**config.mk**
```make
export PLATFORM = sky130hd
export DESIGN_NAME = desc_ring_tracker
export DESIGN_NICKNAME = d
export VERILOG_FILES = /design/src/rtl/ring_pkg.sv /design/src/rtl/ring_index.sv /design/src/rtl/ring_datapath.sv /design/src/rtl/ring_ctrl.sv /design/src/rtl/desc_ring_tracker.sv
export SDC_FILE = /design/constraint.sdc
export NUM_CORES = 1
export LEC_CHECK = 0
export BUFFER_PORTS_ARGS = -buffer_cell sky130_fd_sc_hd__buf_2
export CAP_MARGIN = 20
export CORE_MARGIN = 4
export CORE_UTILIZATION = 45
export CTS_CLUSTER_DIAMETER = 80
export CTS_CLUSTER_SIZE = 40
export DETAILED_ROUTE_END_ITERATION = 10
export HOLD_SLACK_MARGIN = 0.06
export PLACE_DENSITY = 0.7
export SETUP_SLACK_MARGIN = 0.4
export SYNTH_ARGS = -nofsm -noshare
export SYNTH_HDL_FRONTEND = slang
export SYNTH_SLANG_ARGS = --single-unit
```
**constraint.sdc**
```tcl
create_clock -name clk -period 2.55 [get_ports clk]
set_input_delay 0.1275 -clock clk [delete_from_list [all_inputs] [get_ports clk]]
set_output_delay 0.1275 -clock clk [all_outputs]
set_load 0.005 [all_outputs]
```
**src/rtl/ring_pkg.sv**
```systemverilog
package ring_pkg;
  // Word addresses of the register port
  localparam logic [3:0] A_TX_BASE = 4'h0;
  localparam logic [3:0] A_TX_LAST = 4'h1;
  localparam logic [3:0] A_TX_MASK = 4'h2;
  localparam logic [3:0] A_TX_DONE = 4'h3; // write: hand over, read: software index
  localparam logic [3:0] A_TX_STAT = 4'h4;
  localparam logic [3:0] A_RX_BASE = 4'h8;
  localparam logic [3:0] A_RX_LAST = 4'h9;
  localparam logic [3:0] A_RX_MASK = 4'hA;
  localparam logic [3:0] A_RX_DONE = 4'hB; // write: release, read: software index
  localparam logic [3:0] A_RX_STAT = 4'hC;

  // Control-to-datapath strobes, one cycle each
  typedef struct packed {
    logic txHand;     // software gives a transmit slot to the engine
    logic txRetire;   // engine finished a transmit slot
    logic rxFill;     // engine filled a receive slot
    logic rxRelease;  // software returns a receive slot
    logic txRestart;  // transmit ring reprogrammed
    logic rxRestart;  // receive ring reprogrammed
  } ringStrobe_t;

  // Datapath-to-control ring state
  typedef struct packed {
    logic txFull;     // every transmit slot held by the engine
    logic txPending;  // at least one transmit slot held by the engine
    logic rxFull;     // every receive slot waits for software
    logic rxReady;    // at least one receive frame waits for software
    logic rxErrHead;  // error flag of the frame at the software receive slot
  } ringFlags_t;
endpackage

```
**src/rtl/ring_index.sv**
```systemverilog
// Slot position with a lap bit; wraps after the programmed last slot.
module ring_index #(
  parameter int IDX_W = 4
) (
  input  logic             clk,
  input  logic             rst,
  input  logic             clear,
  input  logic             advance,
  input  logic [IDX_W-1:0] lastIdx,
  output logic [IDX_W-1:0] idx,
  output logic             lap
);
  always_ff @(posedge clk) begin
    if (rst || clear) begin
      idx <= '0;
      lap <= 1'b0;
    end else if (advance) begin
      if (idx == lastIdx) begin
        idx <= '0;
        lap <= ~lap;
      end else begin
        idx <= idx + 1'b1;
      end
    end
  end
endmodule

```
**src/rtl/ring_datapath.sv**
```systemverilog
module ring_datapath
  import ring_pkg::*;
#(
  parameter int MAX_DESC   = 16,
  parameter int IDX_W      = 4,
  parameter int ADDR_W     = 32,
  parameter int DESC_BYTES = 12
) (
  input  logic              clk,
  input  logic              rst,
  input  ringStrobe_t       strobe,
  input  logic              rxEngErr,
  input  logic [ADDR_W-1:0] txBase,
  input  logic [ADDR_W-1:0] rxBase,
  input  logic [IDX_W-1:0]  txLast,
  input  logic [IDX_W-1:0]  rxLast,
  output ringFlags_t        flags,
  output logic [IDX_W-1:0]  txSwIdx,
  output logic [IDX_W-1:0]  rxSwIdx,
  output logic [IDX_W-1:0]  rxHwIdx,
  output logic              txFetchValid,
  output logic [ADDR_W-1:0] txFetchAddr,
  output logic              rxFetchValid,
  output logic [ADDR_W-1:0] rxFetchAddr
);
  logic [IDX_W-1:0] txHwIdx;
  logic txSwLap, txHwLap, rxSwLap, rxHwLap;
  logic [MAX_DESC-1:0] rxErrQ;

  // Transmit: software produces, engine consumes
  ring_index #(.IDX_W(IDX_W)) txProd_i (
    .clk(clk), .rst(rst), .clear(strobe.txRestart), .advance(strobe.txHand),
    .lastIdx(txLast), .idx(txSwIdx), .lap(txSwLap));
  ring_index #(.IDX_W(IDX_W)) txCons_i (
    .clk(clk), .rst(rst), .clear(strobe.txRestart), .advance(strobe.txRetire),
    .lastIdx(txLast), .idx(txHwIdx), .lap(txHwLap));

  // Receive: engine produces, software consumes
  ring_index #(.IDX_W(IDX_W)) rxProd_i (
    .clk(clk), .rst(rst), .clear(strobe.rxRestart), .advance(strobe.rxFill),
    .lastIdx(rxLast), .idx(rxHwIdx), .lap(rxHwLap));
  ring_index #(.IDX_W(IDX_W)) rxCons_i (
    .clk(clk), .rst(rst), .clear(strobe.rxRestart), .advance(strobe.rxRelease),
    .lastIdx(rxLast), .idx(rxSwIdx), .lap(rxSwLap));

  // Per-slot error flags written by the engine on each fill
  always_ff @(posedge clk) begin
    if (rst || strobe.rxRestart) begin
      rxErrQ <= '0;
    end else if (strobe.rxFill) begin
      rxErrQ[rxHwIdx] <= rxEngErr;
    end
  end

  always_comb begin
    flags.txFull    = (txSwIdx == txHwIdx) && (txSwLap != txHwLap);
    flags.txPending = (txSwIdx != txHwIdx) || (txSwLap != txHwLap);
    flags.rxFull    = (rxHwIdx == rxSwIdx) && (rxHwLap != rxSwLap);
    flags.rxReady   = (rxHwIdx != rxSwIdx) || (rxHwLap != rxSwLap);
    flags.rxErrHead = flags.rxReady && rxErrQ[rxSwIdx];
  end

  assign txFetchValid = flags.txPending;
  assign rxFetchValid = !flags.rxFull;
  assign txFetchAddr  = txBase + ADDR_W'(DESC_BYTES) * ADDR_W'(txHwIdx);
  assign rxFetchAddr  = rxBase + ADDR_W'(DESC_BYTES) * ADDR_W'(rxHwIdx);
endmodule

```
**src/rtl/ring_ctrl.sv**
```systemverilog
module ring_ctrl
  import ring_pkg::*;
#(
  parameter int MAX_DESC = 16,
  parameter int IDX_W    = 4,
  parameter int ADDR_W   = 32,
  parameter int DATA_W   = 32
) (
  input  logic              clk,
  input  logic              rst,
  input  logic              regWrEn,
  input  logic [3:0]        regAddr,
  input  logic [DATA_W-1:0] regWrData,
  output logic [DATA_W-1:0] regRdData,
  input  logic              txEngDone,
  input  logic              rxEngDone,
  input  ringFlags_t        flags,
  input  logic [IDX_W-1:0]  txSwIdx,
  input  logic [IDX_W-1:0]  rxSwIdx,
  output ringStrobe_t       strobe,
  output logic [ADDR_W-1:0] txBase,
  output logic [ADDR_W-1:0] rxBase,
  output logic [IDX_W-1:0]  txLast,
  output logic [IDX_W-1:0]  rxLast,
  output logic              txIrq,
  output logic              rxIrq
);
  localparam logic [IDX_W-1:0] LAST_MAX = IDX_W'(MAX_DESC - 1);

  logic txMaskQ, rxMaskQ;
  logic unusedWrBits;

  function automatic logic [IDX_W-1:0] clampLast(input logic [DATA_W-1:0] v);
    if (v >= DATA_W'(MAX_DESC - 1)) return LAST_MAX;
    return v[IDX_W-1:0];
  endfunction

  function automatic logic wrHit(input logic [3:0] a);
    return regWrEn && (regAddr == a);
  endfunction

  assign unusedWrBits = ^regWrData;

  // Strobes qualified by ring state; refused requests never reach the datapath
  always_comb begin
    strobe.txHand    = wrHit(A_TX_DONE) && regWrData[0] && !flags.txFull;
    strobe.txRetire  = txEngDone && flags.txPending;
    strobe.rxFill    = rxEngDone && !flags.rxFull;
    strobe.rxRelease = wrHit(A_RX_DONE) && regWrData[0] && flags.rxReady;
    strobe.txRestart = wrHit(A_TX_LAST);
    strobe.rxRestart = wrHit(A_RX_LAST);
  end

  always_ff @(posedge clk) begin
    if (rst) begin
      txBase  <= '0;
      rxBase  <= '0;
      txLast  <= LAST_MAX;
      rxLast  <= LAST_MAX;
      txMaskQ <= 1'b0;
      rxMaskQ <= 1'b0;
    end else begin
      if (wrHit(A_TX_BASE)) txBase  <= regWrData[ADDR_W-1:0];
      if (wrHit(A_RX_BASE)) rxBase  <= regWrData[ADDR_W-1:0];
      if (wrHit(A_TX_LAST)) txLast  <= clampLast(regWrData);
      if (wrHit(A_RX_LAST)) rxLast  <= clampLast(regWrData);
      if (wrHit(A_TX_MASK)) txMaskQ <= regWrData[0];
      if (wrHit(A_RX_MASK)) rxMaskQ <= regWrData[0];
    end
  end

  always_comb begin
    regRdData = '0;
    unique case (regAddr)
      A_TX_BASE: regRdData = DATA_W'(txBase);
      A_TX_LAST: regRdData = DATA_W'(txLast);
      A_TX_MASK: regRdData = DATA_W'(txMaskQ);
      A_TX_DONE: regRdData = DATA_W'(txSwIdx);
      A_TX_STAT: regRdData = DATA_W'(flags.txFull);
      A_RX_BASE: regRdData = DATA_W'(rxBase);
      A_RX_LAST: regRdData = DATA_W'(rxLast);
      A_RX_MASK: regRdData = DATA_W'(rxMaskQ);
      A_RX_DONE: regRdData = DATA_W'(rxSwIdx);
      A_RX_STAT: regRdData = DATA_W'({flags.rxErrHead, !flags.rxReady});
      default:   regRdData = '0;
    endcase
  end

  assign txIrq = txMaskQ && !flags.txFull;
  assign rxIrq = rxMaskQ && flags.rxReady;
endmodule

```
**src/rtl/desc_ring_tracker.sv**
```systemverilog
module desc_ring_tracker
  import ring_pkg::*;
#(
  parameter int MAX_DESC   = 16,
  parameter int ADDR_W     = 32,
  parameter int DATA_W     = 32,
  parameter int DESC_WORDS = 3,
  parameter int WORD_BYTES = 4
) (
  input  logic              clk,
  input  logic              rst,
  input  logic              regWrEn,
  input  logic [3:0]        regAddr,
  input  logic [DATA_W-1:0] regWrData,
  output logic [DATA_W-1:0] regRdData,
  input  logic              txEngDone,
  input  logic              rxEngDone,
  input  logic              rxEngErr,
  output logic              txFetchValid,
  output logic [ADDR_W-1:0] txFetchAddr,
  output logic              rxFetchValid,
  output logic [ADDR_W-1:0] rxFetchAddr,
  output logic              txIrq,
  output logic              rxIrq
);
  localparam int IDX_W      = (MAX_DESC > 1) ? $clog2(MAX_DESC) : 1;
  localparam int DESC_BYTES = DESC_WORDS * WORD_BYTES;

  ringStrobe_t       strobe;
  ringFlags_t        flags;
  logic [ADDR_W-1:0] txBase, rxBase;
  logic [IDX_W-1:0]  txLast, rxLast;
  logic [IDX_W-1:0]  txSwIdx, rxSwIdx, rxHwIdx;

  ring_ctrl #(
    .MAX_DESC(MAX_DESC), .IDX_W(IDX_W), .ADDR_W(ADDR_W), .DATA_W(DATA_W)
  ) ctrl_i (
    .clk(clk), .rst(rst), .regWrEn(regWrEn), .regAddr(regAddr),
    .regWrData(regWrData), .regRdData(regRdData),
    .txEngDone(txEngDone), .rxEngDone(rxEngDone),
    .flags(flags), .txSwIdx(txSwIdx), .rxSwIdx(rxSwIdx),
    .strobe(strobe), .txBase(txBase), .rxBase(rxBase),
    .txLast(txLast), .rxLast(rxLast), .txIrq(txIrq), .rxIrq(rxIrq));

  ring_datapath #(
    .MAX_DESC(MAX_DESC), .IDX_W(IDX_W), .ADDR_W(ADDR_W), .DESC_BYTES(DESC_BYTES)
  ) dp_i (
    .clk(clk), .rst(rst), .strobe(strobe), .rxEngErr(rxEngErr),
    .txBase(txBase), .rxBase(rxBase), .txLast(txLast), .rxLast(rxLast),
    .flags(flags), .txSwIdx(txSwIdx), .rxSwIdx(rxSwIdx), .rxHwIdx(rxHwIdx),
    .txFetchValid(txFetchValid), .txFetchAddr(txFetchAddr),
    .rxFetchValid(rxFetchValid), .rxFetchAddr(rxFetchAddr));
endmodule

```
==> results.json <==
{
  "status": "finished with violations",
  "violations": "negative setup slack",
  "routed_wl_um": 23100,
  "first_pass_iters": 5,
  "placedCellCount": 1198,
  "tritoncts": "built",
  "rsz0062_at_grt": "true",
  "setup_slack_ns": -0.502,
  "switchingPower_uw": 929,
  "ir_drop_mv": 0.271,
  "drtIter0Drc": 642,
  "combPwrFrac_pct": 10.9,
  "mostFrequentLayoutCell": "nand2_1",
  "gr-total-overflow": 0,
  "die_x_um": 132,
  "clk_pin_slew_worst_paths_ns": 0.07,
  "routabilityCongestion": 0.956,
  "slew_viol_final": 0,
  "clock_sinks": 110,
  "pwr-share-clk_pct": 40.1,
  "yosysUniqueCellTypes": 61,
  "htreeDepth": 3,
  "netlist_area_mm2": 0.00696,
  "timing.setup.tns_ns": -17.40,
  "clk-insertion-delay-late_ns": 0.36,
  "worstSetupStartpointType": "flop",
  "num_vias": 7263,
  "cap_violations": 0,
  "grt_start_max_net_pins": 39,
  "crit_type": "reg2out",
  "port_buffers": 141,
  "fin_nets": 1149,
  "start_util_pct": 45.8,
  "drc": 0,
  "drive_above_1_share_pct": 32.4,
  "synth_mux_area_share_pct": 5.09,
  "synth_top_family_by_area": "simple AND/OR/NAND/NOR gates",
  "cp_data_arrival_time_ns": 2.92,
  "setup_viol": 50,
  "period_needed_ns": 3.05,
  "rows": 45,
  "power.internal_mw": 2.65,
  "synthSimpleGateAreaFrac_pct": 24.0,
  "min_path_type": "in2reg",
  "synthAdderAreaFrac_pct": 6.18,
  "synth_seq_cells": 110,
  "final_cell_mix": "170 x nand2_1, 141 x buf_2, 102 x dfxtp_1",
  "grt_pass1_wl_um": 36000,
  "area_growth_pct": 38.8,
  "layoutNonFillerInstCount": 1270,
  "cts_made_buffers": 9,
  "multiInputGateArea_mm2": 0.00512,
  "track_usage_pct": 25.2,
  "design_area_mm2": 0.00966,
  "post-route-period-util_pct": 120,
  "synth_top_flop_cell": "dfxtp_1",
  "swShare_pct": 25.9,
  "finalHoldViolCount": 0,
  "syn_area_per_cell_um2": 7.99,
  "ios": 142,
  "regArea_mm2": 0.00223,
  "synth-edff-count": 0,
  "yosys_warnings": 0,
  "synth_compound_area_share_pct": 16.6,
  "syn-num-nets": 945,
  "power_frac_seq_pct": 49.0,
  "die_area_mm2": 0.0175,
  "end_kind": "primary output",
  "fill_cells": 1326,
  "core_area_mm2": 0.0152,
  "drtAntennaViolNets": 0,
  "tightest_slew_ns": 0.673,
  "cellLeakagePower_nw": 4.28,
  "synthCells": 871,
  "hpwl_um": 16500,
  "dpl-instance-area_mm2": 0.00854,
  "power_density_mw_per_mm2": 371,
  "async_reset_ff_share_pct": 0,
  "required_ns": 2.42,
  "ctsRootBufferMaster": "clkbuf_16",
  "vias_per_cell": 5.72,
  "synth-seq-area-share_pct": 31.6,
  "crit_fanout": 4,
  "finClkSkew_ns": 0.00751,
  "cts_buffer_depth": 2,
  "grt_pass1_vias": 6778,
  "relSlewSlack_pct": 54.8,
  "antenna_found_initial": 2,
  "max_freq_mhz": 328,
  "dieHeight_um": 132,
  "wl_per_cell_um": 18.2,
  "synth_xor_xnor_area_share_pct": 11.8
}
power by group through the flow:
stage / Combinational [mW] / Clock [mW] / Sequential [mW]
2_1_floorplan: 0.183 / 0 / 1.79
3_3_place_gp: 0.324 / 0 / 1.80
3_5_place_dp: 0.324 / 0 / 1.80
4_1_cts: 0.373 / 1.45 / 1.75
5_1_grt: 0.424 / 1.52 / 1.76
6_report: 0.392 / 1.44 / 1.75
cell usage after synthesis, types with 3 or more instances:
master,n,share of area [%]
fa_1,4,1.2
dfxtp_1,110,32
xor2_1,33,4.2
o211ai_1,5,0.54
and4_1,3,0.38
o21ai_1,4,0.29
nand2_1,178,9.6
mux4_2,5,1.6
buf_1,3,0.16
nand2b_1,6,0.54
and3_1,15,1.3
nor4_1,9,0.81
o21bai_1,3,0.32
nor4_2,4,0.72
buf_2,21,1.5
a21o_1,10,1.1
a22oi_1,3,0.32
o22a_1,8,1.0
nor3_1,17,1.2
nand3_1,42,3.0
clkbuf_1,30,1.6
or3_1,3,0.27
xnor2_1,59,7.4
ha_1,28,5.0
a211oi_1,4,0.43
inv_1,14,0.76
nor2b_1,6,0.54
o21ai_0,10,0.72
a22o_1,29,3.6
nand4_1,18,1.6
a21oi_1,89,6.4
buf_4,5,0.54
nor2_1,36,1.9
mux2i_1,23,3.3
critical path: stages, from the launching register on:
cell and delay, ns:
dfxtp_4 0.38, ha_4 0.18, fa_2 0.36, xnor2_2 0.16, ha_1 0.32, buf_4 0.14
buf_6 0.12, o21ai_4 0.13, o21bai_1 0.07, a21o_1 0.23, buf_4 0.15, buf_6 0.11
nor2_4 0.07, a21oi_2 0.04, buf_2 0.13
area by class of cell:
type | count | share of cell area (%)
Multi-Input combinational cell | 687 | 53.0
Tap cell | 188 | 2.44
Sequential cell | 110 | 23.1
Clock buffer | 11 | 2.73
Clock inverter | 5 | 0.402
Inverter | 14 | 0.544
Antenna cell | 2 | 0.0518
Timing Repair Buffer | 253 | 17.7
metal layers:
layer  track usage (%)  up-vias  wire length (µm)
li1                  -     3460                 -
met1              35.8     3434             10300
met2              39.1      313             10500
met3              4.01       56              1630
met4              8.26        0               688
met5                 0        -                 0
timing repair:
action / 4_1_cts / 5_1_grt
setup endpoints to repair: 59 / 57
gates resized for setup: 25 / 36
pin swaps: 47 / 43
hold endpoints to repair: 52 / 0
setup buffers: 13 / 12
cloned: 1 / 0
hold buffers: 28 / 0
sequential cells by signal, summed over array words and instances (netlist names):
register / flops
ctrl_i.rxBase: 32
ctrl_i.rxLast: 4
ctrl_i.rxMaskQ: 1
ctrl_i.txBase: 32
ctrl_i.txLast: 4
ctrl_i.txMaskQ: 1
dp_i.rxCons_i.idx: 4
dp_i.rxCons_i.lap: 1
dp_i.rxErrQ: 16
dp_i.rxProd_i.idx: 4
dp_i.rxProd_i.lap: 1
dp_i.txCons_i.idx: 4
dp_i.txCons_i.lap: 1
dp_i.txProd_i.idx: 4
dp_i.txProd_i.lap: 1
through the flow:
step	setup slack [ns]	utilization (%)	power, mW	hold slack [ns]
after CTS	-0.367	61.9	3.58	0.0610
after global placement	0.0211	56.2	2.12	0.393
after detailed placement	-0.0283	56.2	2.12	0.399
after global routing	-0.618	63.5	3.70	0.0632
final	-0.502	63.5	3.58	0.0631
after floorplan	0.169	-	1.98	0.247
kinds of logic (layout without fill, tap and decap cells):
logic type / count (synthesis) / in the layout
compound gates: 180 / 180
xor+xnor: 93 / 93
fa+ha+maj: 32 / 32
buf+inv: 74 / 283
flops: 110 / 110
mux: 29 / 29
other cells: 0 / 2
simple gates: 353 / 353
worst paths after layout:
| kind | startpoint | endpoint | slack, ns | depth (start not counted) |
|---|---|---|---|---|
| max | dp_i.txCons_i.idx[1]$_SDFFE_PP0P_ | txFetchAddr[8] | -0.50 | 14 |
| min | regWrData[4] | ctrl_i.txBase[4]$_SDFFE_PP0P_ | 0.06 | 3 |
| max reg2reg | dp_i.rxProd_i.idx[1]$_SDFFE_PP0P_ | dp_i.rxProd_i.idx[3]$_SDFFE_PP0P_ | 0.55 | 8 |
| min reg2reg | dp_i.rxErrQ[6]$_SDFFE_PP0P_ | dp_i.rxErrQ[6]$_SDFFE_PP0P_ | 0.46 | 2 |
Note: power is estimated with default switching activity, not from simulation.
